File: config.mk
export PLATFORM = sky130hd
export DESIGN_NAME = mono_counter
export DESIGN_NICKNAME = d
export VERILOG_FILES = /design/src/rtl/mono_counter_pkg.sv /design/src/rtl/mono_counter_lock.sv /design/src/rtl/mono_counter_core.sv /design/src/rtl/mono_counter_readback.sv /design/src/rtl/mono_counter.sv
export SDC_FILE = /design/constraint.sdc
export NUM_CORES = 1
export LEC_CHECK = 0
export ABC_AREA = 1
export BUFFER_PORTS_ARGS = -buffer_cell sky130_fd_sc_hd__buf_2
export CELL_PAD_IN_SITES_DETAIL_PLACEMENT = 1
export CELL_PAD_IN_SITES_GLOBAL_PLACEMENT = 2
export CORE_MARGIN = 5
export CORE_UTILIZATION = 28
export DETAILED_ROUTE_END_ITERATION = 16
export GPL_ROUTABILITY_DRIVEN = 0
export GPL_TIMING_DRIVEN = 0
export PLACE_DENSITY = 0.77
export SYNTH_ARGS = -nofsm -noshare
export SYNTH_HDL_FRONTEND = slang
export SYNTH_HIERARCHICAL = 1
export SYNTH_SLANG_ARGS = --single-unit
File: constraint.sdc
create_clock -name clk -period 3.1 [get_ports clk]
set_clock_uncertainty 0.05 [all_clocks]
set_input_delay 0.155 -clock clk [delete_from_list [all_inputs] [get_ports clk]]
set_output_delay 0.155 -clock clk [all_outputs]
set_load 0.05 [all_outputs]
File: src/rtl/mono_counter_pkg.sv
package mono_counter_pkg;
  localparam int ADDR_W = 3;
  localparam int LOCK_N = 3;

  localparam logic [ADDR_W-1:0] A_CTRL = 3'd0;
  localparam logic [ADDR_W-1:0] A_LO   = 3'd1;
  localparam logic [ADDR_W-1:0] A_HI   = 3'd2;
  localparam logic [ADDR_W-1:0] A_LOCK = 3'd3;
  localparam logic [ADDR_W-1:0] A_STAT = 3'd4;

  localparam int LK_LO   = 0;
  localparam int LK_HI   = 1;
  localparam int LK_CTRL = 2;
endpackage

File: src/rtl/mono_counter_lock.sv
module mono_counter_lock #(
  parameter int N = 3
) (
  input  logic         clk,
  input  logic         rst,
  input  logic         soft_rst,
  input  logic         clr_we,
  input  logic [N-1:0] clr_data,
  output logic [N-1:0] open_o
);
  // One flop per lock: cleared by a 0 write, reopened only by reset.
  for (genvar i = 0; i < N; i++) begin : g_lock
    always_ff @(posedge clk) begin
      if (rst || soft_rst)
        open_o[i] <= 1'b1;
      else if (clr_we && !clr_data[i])
        open_o[i] <= 1'b0;
    end
  end
endmodule

File: src/rtl/mono_counter_core.sv
module mono_counter_core #(
  parameter int HALF_W = 32
) (
  input  logic              clk,
  input  logic              rst,
  input  logic              inc,
  input  logic              ld_lo,
  input  logic              ld_hi,
  input  logic [HALF_W-1:0] wdata,
  output logic [HALF_W-1:0] cnt_lo,
  output logic [HALF_W-1:0] cnt_hi,
  output logic              ovf
);
  localparam int SUM_W = HALF_W + 1;

  logic [SUM_W-1:0] lo_sum;
  logic [SUM_W-1:0] hi_sum;
  logic             lo_carry;
  logic             hi_carry;

  always_comb begin
    lo_sum   = {1'b0, cnt_lo} + SUM_W'(1);
    hi_sum   = {1'b0, cnt_hi} + SUM_W'(1);
    lo_carry = lo_sum[HALF_W];
    hi_carry = hi_sum[HALF_W];
  end

  always_ff @(posedge clk) begin
    if (rst) begin
      cnt_lo <= '0;
      cnt_hi <= '0;
      ovf    <= 1'b0;
    end else begin
      if (inc && !ovf) begin
        cnt_lo <= lo_sum[HALF_W-1:0];
        if (lo_carry) begin
          cnt_hi <= hi_sum[HALF_W-1:0];
          if (hi_carry)
            ovf <= 1'b1;
        end
      end
      if (ld_lo)
        cnt_lo <= wdata;
      if (ld_hi) begin
        cnt_hi <= wdata;
        ovf    <= 1'b0;
      end
    end
  end
endmodule

File: src/rtl/mono_counter_readback.sv
module mono_counter_readback
  import mono_counter_pkg::*;
#(
  parameter int HALF_W = 32
) (
  input  logic              clk,
  input  logic              rst,
  input  logic              rd,
  input  logic [ADDR_W-1:0] addr,
  input  logic [HALF_W-1:0] cnt_lo,
  input  logic [HALF_W-1:0] cnt_hi,
  input  logic              ovf,
  input  logic              mode,
  input  logic              irq_en,
  input  logic [LOCK_N-1:0] locks,
  output logic [HALF_W-1:0] rdata
);
  logic [HALF_W-1:0] shadow_hi;
  logic [HALF_W-1:0] vis_lo;
  logic [HALF_W-1:0] vis_hi;

  always_comb begin
    vis_lo = ovf ? '0 : cnt_lo;
    vis_hi = ovf ? '0 : cnt_hi;
  end

  always_ff @(posedge clk) begin
    if (rst) begin
      rdata     <= '0;
      shadow_hi <= '0;
    end else if (rd) begin
      case (addr)
        A_CTRL: rdata <= HALF_W'({irq_en, mode});
        A_LO: begin
          rdata     <= vis_lo;
          shadow_hi <= vis_hi;
        end
        A_HI:   rdata <= shadow_hi;
        A_LOCK: rdata <= HALF_W'(locks);
        A_STAT: rdata <= HALF_W'(ovf);
        default: rdata <= '0;
      endcase
    end
  end
endmodule

File: src/rtl/mono_counter.sv
module mono_counter
  import mono_counter_pkg::*;
#(
  parameter int HALF_W = 32
) (
  input  logic              clk,
  input  logic              rst,
  input  logic              soft_rst,
  input  logic [ADDR_W-1:0] bus_addr,
  input  logic              bus_wr,
  input  logic              bus_rd,
  input  logic [HALF_W-1:0] bus_wdata,
  output logic [HALF_W-1:0] bus_rdata,
  input  logic              time_invalid,
  output logic              ovf_irq
);
  logic              mode_q;
  logic              irq_en_q;
  logic [LOCK_N-1:0] lock_open;
  logic [HALF_W-1:0] cnt_lo;
  logic [HALF_W-1:0] cnt_hi;
  logic              ovf_flag;
  logic              wr_ctrl, wr_lock, do_inc, do_ld_lo, do_ld_hi;

  always_comb begin
    wr_ctrl  = bus_wr && (bus_addr == A_CTRL) && lock_open[LK_CTRL];
    wr_lock  = bus_wr && (bus_addr == A_LOCK);
    do_inc   = bus_wr && (bus_addr == A_LO) && lock_open[LK_LO] && mode_q && !time_invalid;
    do_ld_lo = bus_wr && (bus_addr == A_LO) && lock_open[LK_LO] && !mode_q;
    do_ld_hi = bus_wr && (bus_addr == A_HI) && lock_open[LK_HI] && !mode_q;
  end

  always_ff @(posedge clk) begin
    if (rst) begin
      mode_q   <= 1'b0;
      irq_en_q <= 1'b0;
      ovf_irq  <= 1'b0;
    end else begin
      if (wr_ctrl) begin
        mode_q   <= bus_wdata[0];
        irq_en_q <= bus_wdata[1];
      end
      ovf_irq <= ovf_flag && irq_en_q;
    end
  end

  mono_counter_lock #(.N(LOCK_N)) u_lock (
    .clk      (clk),
    .rst      (rst),
    .soft_rst (soft_rst),
    .clr_we   (wr_lock),
    .clr_data (bus_wdata[LOCK_N-1:0]),
    .open_o   (lock_open)
  );

  mono_counter_core #(.HALF_W(HALF_W)) u_core (
    .clk    (clk),
    .rst    (rst),
    .inc    (do_inc),
    .ld_lo  (do_ld_lo),
    .ld_hi  (do_ld_hi),
    .wdata  (bus_wdata),
    .cnt_lo (cnt_lo),
    .cnt_hi (cnt_hi),
    .ovf    (ovf_flag)
  );

  mono_counter_readback #(.HALF_W(HALF_W)) u_rb (
    .clk    (clk),
    .rst    (rst),
    .rd     (bus_rd),
    .addr   (bus_addr),
    .cnt_lo (cnt_lo),
    .cnt_hi (cnt_hi),
    .ovf    (ovf_flag),
    .mode   (mode_q),
    .irq_en (irq_en_q),
    .locks  (lock_open),
    .rdata  (bus_rdata)
  );
endmodule

==> results.py, run 1 <==
metrics = {
    "floorplan": {
        "start_util": 0.286,
        "die_x_um": 176,
        "die_height_um": 176,
        "ios": 74,
        "core-area_um2": 27000,
        "core.rowCount": 60,
        "die_area_um2": 31000,
    },
    "synthesis": {
        "synth_seq_cells": 135,
        "synthesis.nets": 1315,
        "synth_warnings": 6,
        "synth_cells": 1272,
        "syn_area_um2": 7720,
        "syn_area_per_cell_um2": 6.07,
        "synth_cell_types": 36,
        "ys_seq_area_frac": 0.350,
    },
    "sta": {
        "setup_viol": 0,
        "period_share": 0.867,
        "rsz0062_at_grt": "false",
        "worst_pin_slew_ps": 759,
        "fmax_mhz": 372,
        "period_needed_ps": 2690,
        "slew_violations": 0,
        "final-hold-violation-count": 0,
        "relSlewSlack": 0.494,
        "timing.setup.tns_ps": 0,
        "hold_slack_ps": 17.9,
        "setup_ws_ps": 413,
    },
    "detailed_routing": {
        "drc": 0,
        "final_antenna_net_count": 0,
        "wl_per_cell_um": 18.3,
        "wl_um": 31600,
        "via_per_inst": 4.91,
        "drt_first_pass_iters": 5,
        "drtIter0Drc": 508,
        "vias": 8472,
    },
    "place": {
        "dp_hpwl_um": 25000,
        "dp_cells": 1685,
        "dp_slack_ps": 380,
        "numPortBuffers": 72,
        "post_dp_cell_area_um2": 8510,
    },
    "finish": {
        "final_cells": 1725,
        "mostFrequentLayoutCells": "506 x nand2_1, 135 x dfxtp_1, 126 x nand3_1",
        "fin_area_um2": 9240,
        "fin_nets": 1414,
        "area_growth_pct": 19.7,
        "num_antenna_cells": 0,
        "final_common_cell": "nand2_1",
        "drive_above_1_share": 0.107,
    },
    "setup_path": {
        "cp_data_arrival_time_ps": 2930,
        "critPathCaptureType": "register",
        "critPathKind": "register to register",
        "required_ps": 3340,
        "reg2regPathDepth": 13,
        "ff2ff_setup_slack_ps": 410,
        "path_max_fanout": 10,
        "critPathLaunchType": "register",
    },
    "cts": {
        "htreeDepth": 4,
        "cts_buffer_depth": 2,
        "cts_tree": "built",
        "clk_latency_ps": 430,
        "numClockSinks": 135,
        "numCtsBuffers": 17,
        "ctsResizeCount": 0,
        "clkTransAtPathRegs_ps": 70,
        "root_buffer": "clkbuf_16",
    },
    "global_routing": {
        "grt_usage": 0.205,
        "grt_antenna_before_repair": 0,
        "overflow": 0,
        "grt_pass1_wl_um": 49300,
        "grt_pass1_vias": 8513,
        "grt_start_max_net_pins": 17,
    },
    "power_and_ir_drop": {
        "vdd_ir_drop_max_v": 0.000323,
        "p_leak_nw": 3.57,
        "pwr_density_cell_nw_per_um2": 470,
    },
    "hold_path": {
        "hold_path.class": "input port to register",
        "hold_depth": 3,
    },
    "outcome": {
        "status": "finished, final reports clean",
    },
    "job": {
        "drv_cap": 0,
    },
}
==> metal layers <==
layer,wire length [µm],track usage,vias up
li1,-,-,4237
met1,14700,0.273,4047
met2,15100,0.351,151
met3,1100,0.0251,37
met4,646,0.0562,0
met5,0,0,-
==> report_power, final <==
group	internal [W]	total, W	switching (W)	leakage, nW
clock network	0.00143	0.00230	0.000867	0.310
logic	0.0000771	0.000265	0.000188	2.17
registers	0.00175	0.00178	0.0000282	1.09
total	0.00326	0.00435	0.00108	3.57
==> metrics by stage <==
stage | util | power, W
floorplan | - | 0.00195
global placement | 0.315 | 0.00208
detailed placement | 0.315 | 0.00208
CTS | 0.342 | 0.00439
global route | 0.342 | 0.00450
finish | 0.342 | 0.00435
==> worst max-delay path, cell delays in order (launching register included) <==
cell,delay [ps]
dfxtp_1,380
inv_1,70
or2_1,200
nor2_1,100
inv_1,50
nor2_1,380
nand3_1,130
nor2_1,360
nand3_4,260
buf_4,250
nand3_1,70
nand2_1,90
nor2_1,100
nor2_1,40
==> cells in the mapped netlist, drive strengths merged <==
| master | n | area (µm²) |
|---|---|---|
| o211ai | 1 | 7.51 |
| or2 | 4 | 25.0 |
| ha | 2 | 25.0 |
| buf | 22 | 130 |
| a21oi | 99 | 495 |
| nor3 | 11 | 65.1 |
| o21ai | 30 | 150 |
| xor2 | 16 | 140 |
| dfxtp | 135 | 2700 |
| a22oi | 1 | 7.51 |
| inv | 99 | 372 |
| and2 | 1 | 6.26 |
| nor2 | 136 | 579 |
| nand3b | 3 | 22.5 |
| xnor2 | 8 | 70.1 |
| nand4 | 9 | 56.3 |
| o21bai | 6 | 45.0 |
| clkbuf | 34 | 128 |
| a22o | 3 | 26.3 |
| nand2 | 511 | 1940 |
| clkinv | 2 | 7.51 |
| a31oi | 11 | 68.8 |
| nand3 | 128 | 658 |
==> path summary, 6_finish.rpt <==
check                             start                              to
min reg2reg  u_rb/rdata[3]$_SDFFE_PP0P_      u_rb/rdata[3]$_SDFFE_PP0P_
max                 mode_q$_SDFFE_PP0P_  u_core/cnt_hi[28]$_SDFFE_PP0P_
max reg2reg         mode_q$_SDFFE_PP0P_  u_core/cnt_hi[28]$_SDFFE_PP0P_
min                       bus_wdata[13]  u_core/cnt_lo[13]$_SDFFE_PP0P_
==> sequential cells by signal, indices dropped and copies added, names as in the netlist <==
register and cells:
u_core/cnt_hi 32, u_core/cnt_lo 32, u_rb/rdata 32, u_rb/shadow_hi 32
u_lock/open_o 3, irq_en_q 1, mode_q 1, ovf_irq 1
u_core/ovf 1
==> cell type report <==
type / count / area (µm²)
Buffer: 56 / 258
Clock buffer: 17 / 425
Clock inverter: 15 / 226
Fill cell: 3590 / 17800
Inverter: 101 / 379
Multi-Input combinational cell: 980 / 4380
Sequential cell: 135 / 2700
Tap cell: 341 / 427
Timing Repair Buffer: 80 / 440
==> what timing repair did <==
action,4_1_cts,5_1_grt
buffers inserted,0,0
endpoints found under the setup margin,0,0
hold buffers,8,0
hold endpoints to repair,9,0
==> kinds of logic after synthesis <==
logic type | share of synthesized area
xor+xnor | 0.0272
buf+inv | 0.0825
simple gates | 0.434
flops | 0.350
fa+ha+maj | 0.00324
compound gates | 0.104
Note: power is estimated with default switching activity, not from simulation.
==> inputs of run 2 (changes only) <==
==> constraint.sdc (replaced) <==
create_clock -name clk -period 3.1 [get_ports clk]
set_clock_uncertainty 0.05 [all_clocks]
set_input_delay 0.31 -clock clk [delete_from_list [all_inputs] [get_ports clk]]
set_output_delay 0.31 -clock clk [all_outputs]
set_load 0.05 [all_outputs]
==> results.py, run 2 (same netlist as run 1, synthesis figures left out) <==
metrics = {
    "outcome": {
        "status": "finished, final reports clean",
    },
    "floorplan": {
        "die_height_um": 176,
        "die_area_um2": 31000,
        "start_util": 0.286,
        "core.rowCount": 60,
        "ios": 74,
        "die_x_um": 176,
        "core-area_um2": 27000,
    },
    "place": {
        "post_dp_cell_area_um2": 8510,
        "dp_hpwl_um": 25000,
        "dp_slack_ps": 241,
        "numPortBuffers": 72,
        "dp_cells": 1685,
    },
    "cts": {
        "ctsResizeCount": 0,
        "cts_buffer_depth": 2,
        "numCtsBuffers": 17,
        "postCtsHoldBufs": 0,
        "numClockSinks": 135,
        "root_buffer": "clkbuf_16",
        "clk_latency_ps": 430,
        "cts_tree": "built",
        "htreeDepth": 4,
        "clkTransAtPathRegs_ps": 70,
        "cts_setup_buffers": 0,
    },
    "power_and_ir_drop": {
        "vdd_ir_drop_max_v": 0.000326,
        "p_leak_nw": 3.53,
        "pwr_density_cell_nw_per_um2": 473,
    },
    "detailed_routing": {
        "drtIter0Drc": 495,
        "drc": 0,
        "via_per_inst": 4.91,
        "final_antenna_net_count": 0,
        "wl_um": 31500,
        "wl_per_cell_um": 18.4,
        "vias": 8436,
        "drt_first_pass_iters": 6,
    },
    "setup_path": {
        "path_common_cell": "nor2_1",
        "critPathCaptureType": "register",
        "path_max_fanout": 10,
        "required_ps": 3340,
        "cp_slowest_cell": "dfxtp_1",
        "critPathLaunchType": "register",
        "critPathKind": "register to register",
        "cp_data_arrival_time_ps": 2930,
        "max_stage_delay_ps": 380,
        "crit_chain": "inv_1 > or2_1 > nor2_1 > inv_1 > nor2_1 > nand3_1 > nor2_1 > nand3_4 > buf_4 > nand3_1 > nand2_1 > nor2_1 > nor2_1",
    },
    "sta": {
        "period_share": 0.866,
        "worst_pin_slew_ps": 768,
        "relSlewSlack": 0.488,
        "fmax_mhz": 372,
        "rsz0062_at_grt": "false",
        "setup_viol": 0,
        "slew_violations": 0,
        "period_needed_ps": 2680,
        "timing.setup.tns_ps": 0,
        "setup_ws_ps": 415,
        "final-hold-violation-count": 0,
    },
    "finish": {
        "fin_nets": 1406,
        "drive_above_1_share": 0.108,
        "mostFrequentLayoutCells": "506 x nand2_1, 135 x dfxtp_1, 126 x nand3_1",
        "fin_area_um2": 9160,
        "num_antenna_cells": 0,
        "area_growth_pct": 18.6,
        "final_util": 0.339,
        "final_common_cell": "nand2_1",
        "fill_cells": 3592,
        "final_cells": 1717,
    },
    "global_routing": {
        "grt_pass1_wl_um": 49200,
        "overflow": 0,
        "grt_antenna_before_repair": 0,
        "grt_usage": 0.205,
        "grt_start_max_net_pins": 17,
        "grt_pass1_vias": 8462,
    },
    "hold_path": {
        "hold_path.class": "input port to register",
    },
    "job": {
        "drv_cap": 0,
    },
}
run 2: cell types whose count changed in the layout (fill, tap and decap cells not counted):
cell / previous run / this run
dlygate4sd3_1: 8 / 0
run 2: cell type report:
class                           count  area (µm²)  share of cell area
Clock inverter                     15         226              0.0247
Buffer                             56         258              0.0281
Timing Repair Buffer               72         360              0.0393
Multi-Input combinational cell    980        4380               0.478
Sequential cell                   135        2700               0.295
Clock buffer                       17         425              0.0464
Inverter                          101         379              0.0414
Tap cell                          341         427              0.0466
run 2: per-layer routing:
| metal | vias up | track usage | share of wire |
|---|---|---|---|
| met5 | - | 0 | 0 |
| met1 | 4030 | 0.272 | 0.47 |
| met2 | 148 | 0.348 | 0.48 |
| met4 | 0 | 0.0627 | 0.023 |
| met3 | 39 | 0.0253 | 0.033 |
| li1 | 4219 | - | - |
run 2: final timing paths:
kind	slack [ps]	cells after the start	startpoint	endpoint
min	60	3	soft_rst	u_lock/open_o[1]$_SDFFE_PP1P_
min reg2reg	410	2	u_rb/rdata[3]$_SDFFE_PP0P_	u_rb/rdata[3]$_SDFFE_PP0P_
max	420	13	mode_q$_SDFFE_PP0P_	u_core/cnt_hi[28]$_SDFFE_PP0P_
max reg2reg	420	13	mode_q$_SDFFE_PP0P_	u_core/cnt_hi[28]$_SDFFE_PP0P_
run 2: per-stage QoR:
| step | hold slack (ps) | power [W] |
|---|---|---|
| floorplan | 332 | 0.00195 |
| global placement | 401 | 0.00208 |
| detailed placement | 404 | 0.00208 |
| CTS | 48.2 | 0.00439 |
| global route | 66.1 | 0.00449 |
| finish | 56.8 | 0.00434 |
run 2: report_power, final:
group	switching (W)	leakage (nW)	internal, W	total (W)
registers	0.0000283	1.09	0.00175	0.00178
logic	0.000187	2.13	0.0000706	0.000258
clock network	0.000865	0.310	0.00143	0.00230
run 2: worst max-delay path, delay by kind of cell (launching register included):
kind / cells / cell delay (ps)
buf+inv: 3 / 370
simple gates: 10 / 1740
flops: 1 / 380
==> inputs of run 3 (changes only) <==
Settings changed: CORE_UTILIZATION 28 to 32, PLACE_DENSITY 0.77 to 0.85.
Clock period 3.1 ns to 2.5 ns, I/O delays scaled along.
==> results.py, run 3 (same netlist as run 1, synthesis figures left out) <==
metrics = {
    "power_and_ir_drop": {
        "vdd_ir_drop_max_v": 0.000369,
        "p_total_w": 0.00505,
        "p_leak_nw": 3.52,
        "pwr_density_cell_nw_per_um2": 555,
    },
    "finish": {
        "fin_area_um2": 9100,
        "num_antenna_cells": 0,
        "mostFrequentLayoutCells": "506 x nand2_1, 135 x dfxtp_1, 126 x nand3_1",
        "final_common_cell": "nand2_1",
        "area_growth_pct": 17.8,
        "drive_above_1_share": 0.112,
        "final_cells": 1695,
        "fin_nets": 1407,
    },
    "sta": {
        "relSlewSlack": 0.480,
        "worst_pin_slew_ps": 780,
        "period_needed_ps": 2330,
        "setup_viol": 0,
        "period_share": 0.933,
        "hold_slack_ps": 62.6,
        "fmax_mhz": 429,
        "final-hold-violation-count": 0,
        "slew_violations": 0,
        "setup_ws_ps": 167,
        "rsz0062_at_grt": "false",
    },
    "global_routing": {
        "grt_usage": 0.227,
        "grt_pass1_vias": 8301,
        "grt_start_max_net_pins": 17,
        "grt_pass1_wl_um": 47500,
        "grt_antenna_before_repair": 0,
        "overflow": 0,
    },
    "setup_path": {
        "rr_startpoint": "mode_q$_SDFFE_PP0P_",
        "required_ps": 2740,
        "critPathKind": "register to register",
        "critPathLaunchType": "register",
        "max_stage_delay_ps": 380,
        "r2r_end": "u_core/cnt_hi[28]$_SDFFE_PP0P_",
        "cp_slowest_cell": "dfxtp_1",
        "critPathCaptureType": "register",
        "critPathLaunch": "mode_q$_SDFFE_PP0P_",
        "ff2ff_setup_slack_ps": 170,
        "reg2regPathDepth": 13,
        "cp-endpoint": "u_core/cnt_hi[28]$_SDFFE_PP0P_",
        "path_buf_inv": 3,
        "crit_chain": "inv_1 > or2_1 > nor2_1 > inv_1 > nor2_4 > nand3_1 > nor2_2 > nand3_4 > buf_4 > nand3_1 > nand2_1 > nor2_1 > nor2_1",
        "path_delay_family": "simple AND/OR/NAND/NOR gates",
        "crit_cells": 13,
        "cp_data_arrival_time_ps": 2570,
        "path_common_cell": "nor2_1",
        "path_max_fanout": 10,
    },
    "floorplan": {
        "ios": 74,
        "core-area_um2": 23600,
        "die_area_um2": 27300,
        "start_util": 0.327,
        "die_height_um": 165,
        "die_x_um": 165,
        "core.rowCount": 56,
    },
    "detailed_routing": {
        "vias": 8425,
        "final_antenna_net_count": 0,
        "drt_first_pass_iters": 5,
        "drc": 0,
        "via_per_inst": 4.97,
        "drtIter0Drc": 553,
        "wl_per_cell_um": 18.0,
        "wl_um": 30500,
    },
    "place": {
        "dp_cells": 1663,
        "dp_hpwl_um": 24100,
        "dp_slack_ps": -278,
        "numPortBuffers": 72,
        "post_dp_cell_area_um2": 8480,
    },
    "job": {
        "drv_cap": 0,
    },
    "outcome": {
        "status": "finished, final reports clean",
    },
    "cts": {
        "clk_latency_ps": 420,
        "root_buffer": "clkbuf_16",
        "cts_tree": "built",
        "clkTransAtPathRegs_ps": 60,
        "numClockSinks": 135,
        "cts_buffer_depth": 2,
        "numCtsBuffers": 17,
        "htreeDepth": 4,
    },
    "hold_path": {
        "hold_path.class": "input port to register",
        "hold_depth": 2,
    },
}
-- run 3: changes by cell type in the layout (fill, tap and decap cells not counted), sizes merged --
cell / delta
dlygate4sd3: +1
clkinv: +2
bufinv: -3
clkbuf: +2
inv: -2
-- run 3: how the worst min path moves through the flow --
| stage | start | endpoint | slack [ps] |
|---|---|---|---|
| 2_1_floorplan | rst | ovf_irq$_SDFF_PP0_ | 270 |
| 3_3_place_gp | u_rb/rdata[25]$_SDFFE_PP0P_ | u_rb/rdata[25]$_SDFFE_PP0P_ | 400 |
| 3_5_place_dp | u_rb/rdata[28]$_SDFFE_PP0P_ | u_rb/rdata[28]$_SDFFE_PP0P_ | 400 |
| 4_1_cts | rst | ovf_irq$_SDFF_PP0_ | 50 |
| 5_1_grt | rst | ovf_irq$_SDFF_PP0_ | 70 |
| 6_report | rst | ovf_irq$_SDFF_PP0_ | 60 |
-- run 3: timing repair --
item,in CTS,in global routing
gates resized for setup,3,6
pin swaps,1,0
setup buffers,1,0
hold buffers,1,0
setup endpoints to repair,55,50
endpoints found under the hold margin,3,0
-- run 3: final cells by class --
type | instances | area (µm²)
fill | 3224 | 14500
multi-input combinational | 980 | 4400
sequential | 135 | 2700
clock buffer | 19 | 453
tap | 319 | 399
inverter | 101 | 379
timing repair buffer | 74 | 378
buffer | 55 | 258
clock inverter | 12 | 129
-- run 3: worst register-to-register path: stages, from the launching register on --
cell,delay (ps)
dfxtp_1,380
inv_1,70
or2_1,200
nor2_1,100
inv_1,70
nor2_4,190
nand3_1,120
nor2_2,240
nand3_4,220
buf_4,240
nand3_1,70
nand2_1,100
nor2_1,100
nor2_1,40
-- run 3: stage by stage --
step / setup TNS [ps] / util
floorplan: 0 / -
global placement: -8080 / 0.359
detailed placement: -10220 / 0.359
CTS: 0 / 0.385
global route: 0 / 0.385
finish: 0 / 0.385
-- run 3: power by group --
group / leakage [nW] / internal (W) / switching, W / total, W
Combinational: 2.15 / 0.0000887 / 0.000231 / 0.000319
Clock: 0.281 / 0.00151 / 0.00101 / 0.00252
Sequential: 1.09 / 0.00217 / 0.0000341 / 0.00221
Total: 3.52 / 0.00378 / 0.00128 / 0.00505
-- run 3: layer usage --
layer | up-vias | GRT usage | part of all wire
met5 | - | 0 | 0
met4 | 0 | 0.0510 | 0.0099
met3 | 23 | 0.0276 | 0.038
met2 | 155 | 0.391 | 0.48
met1 | 4022 | 0.305 | 0.47
li1 | 4225 | - | -
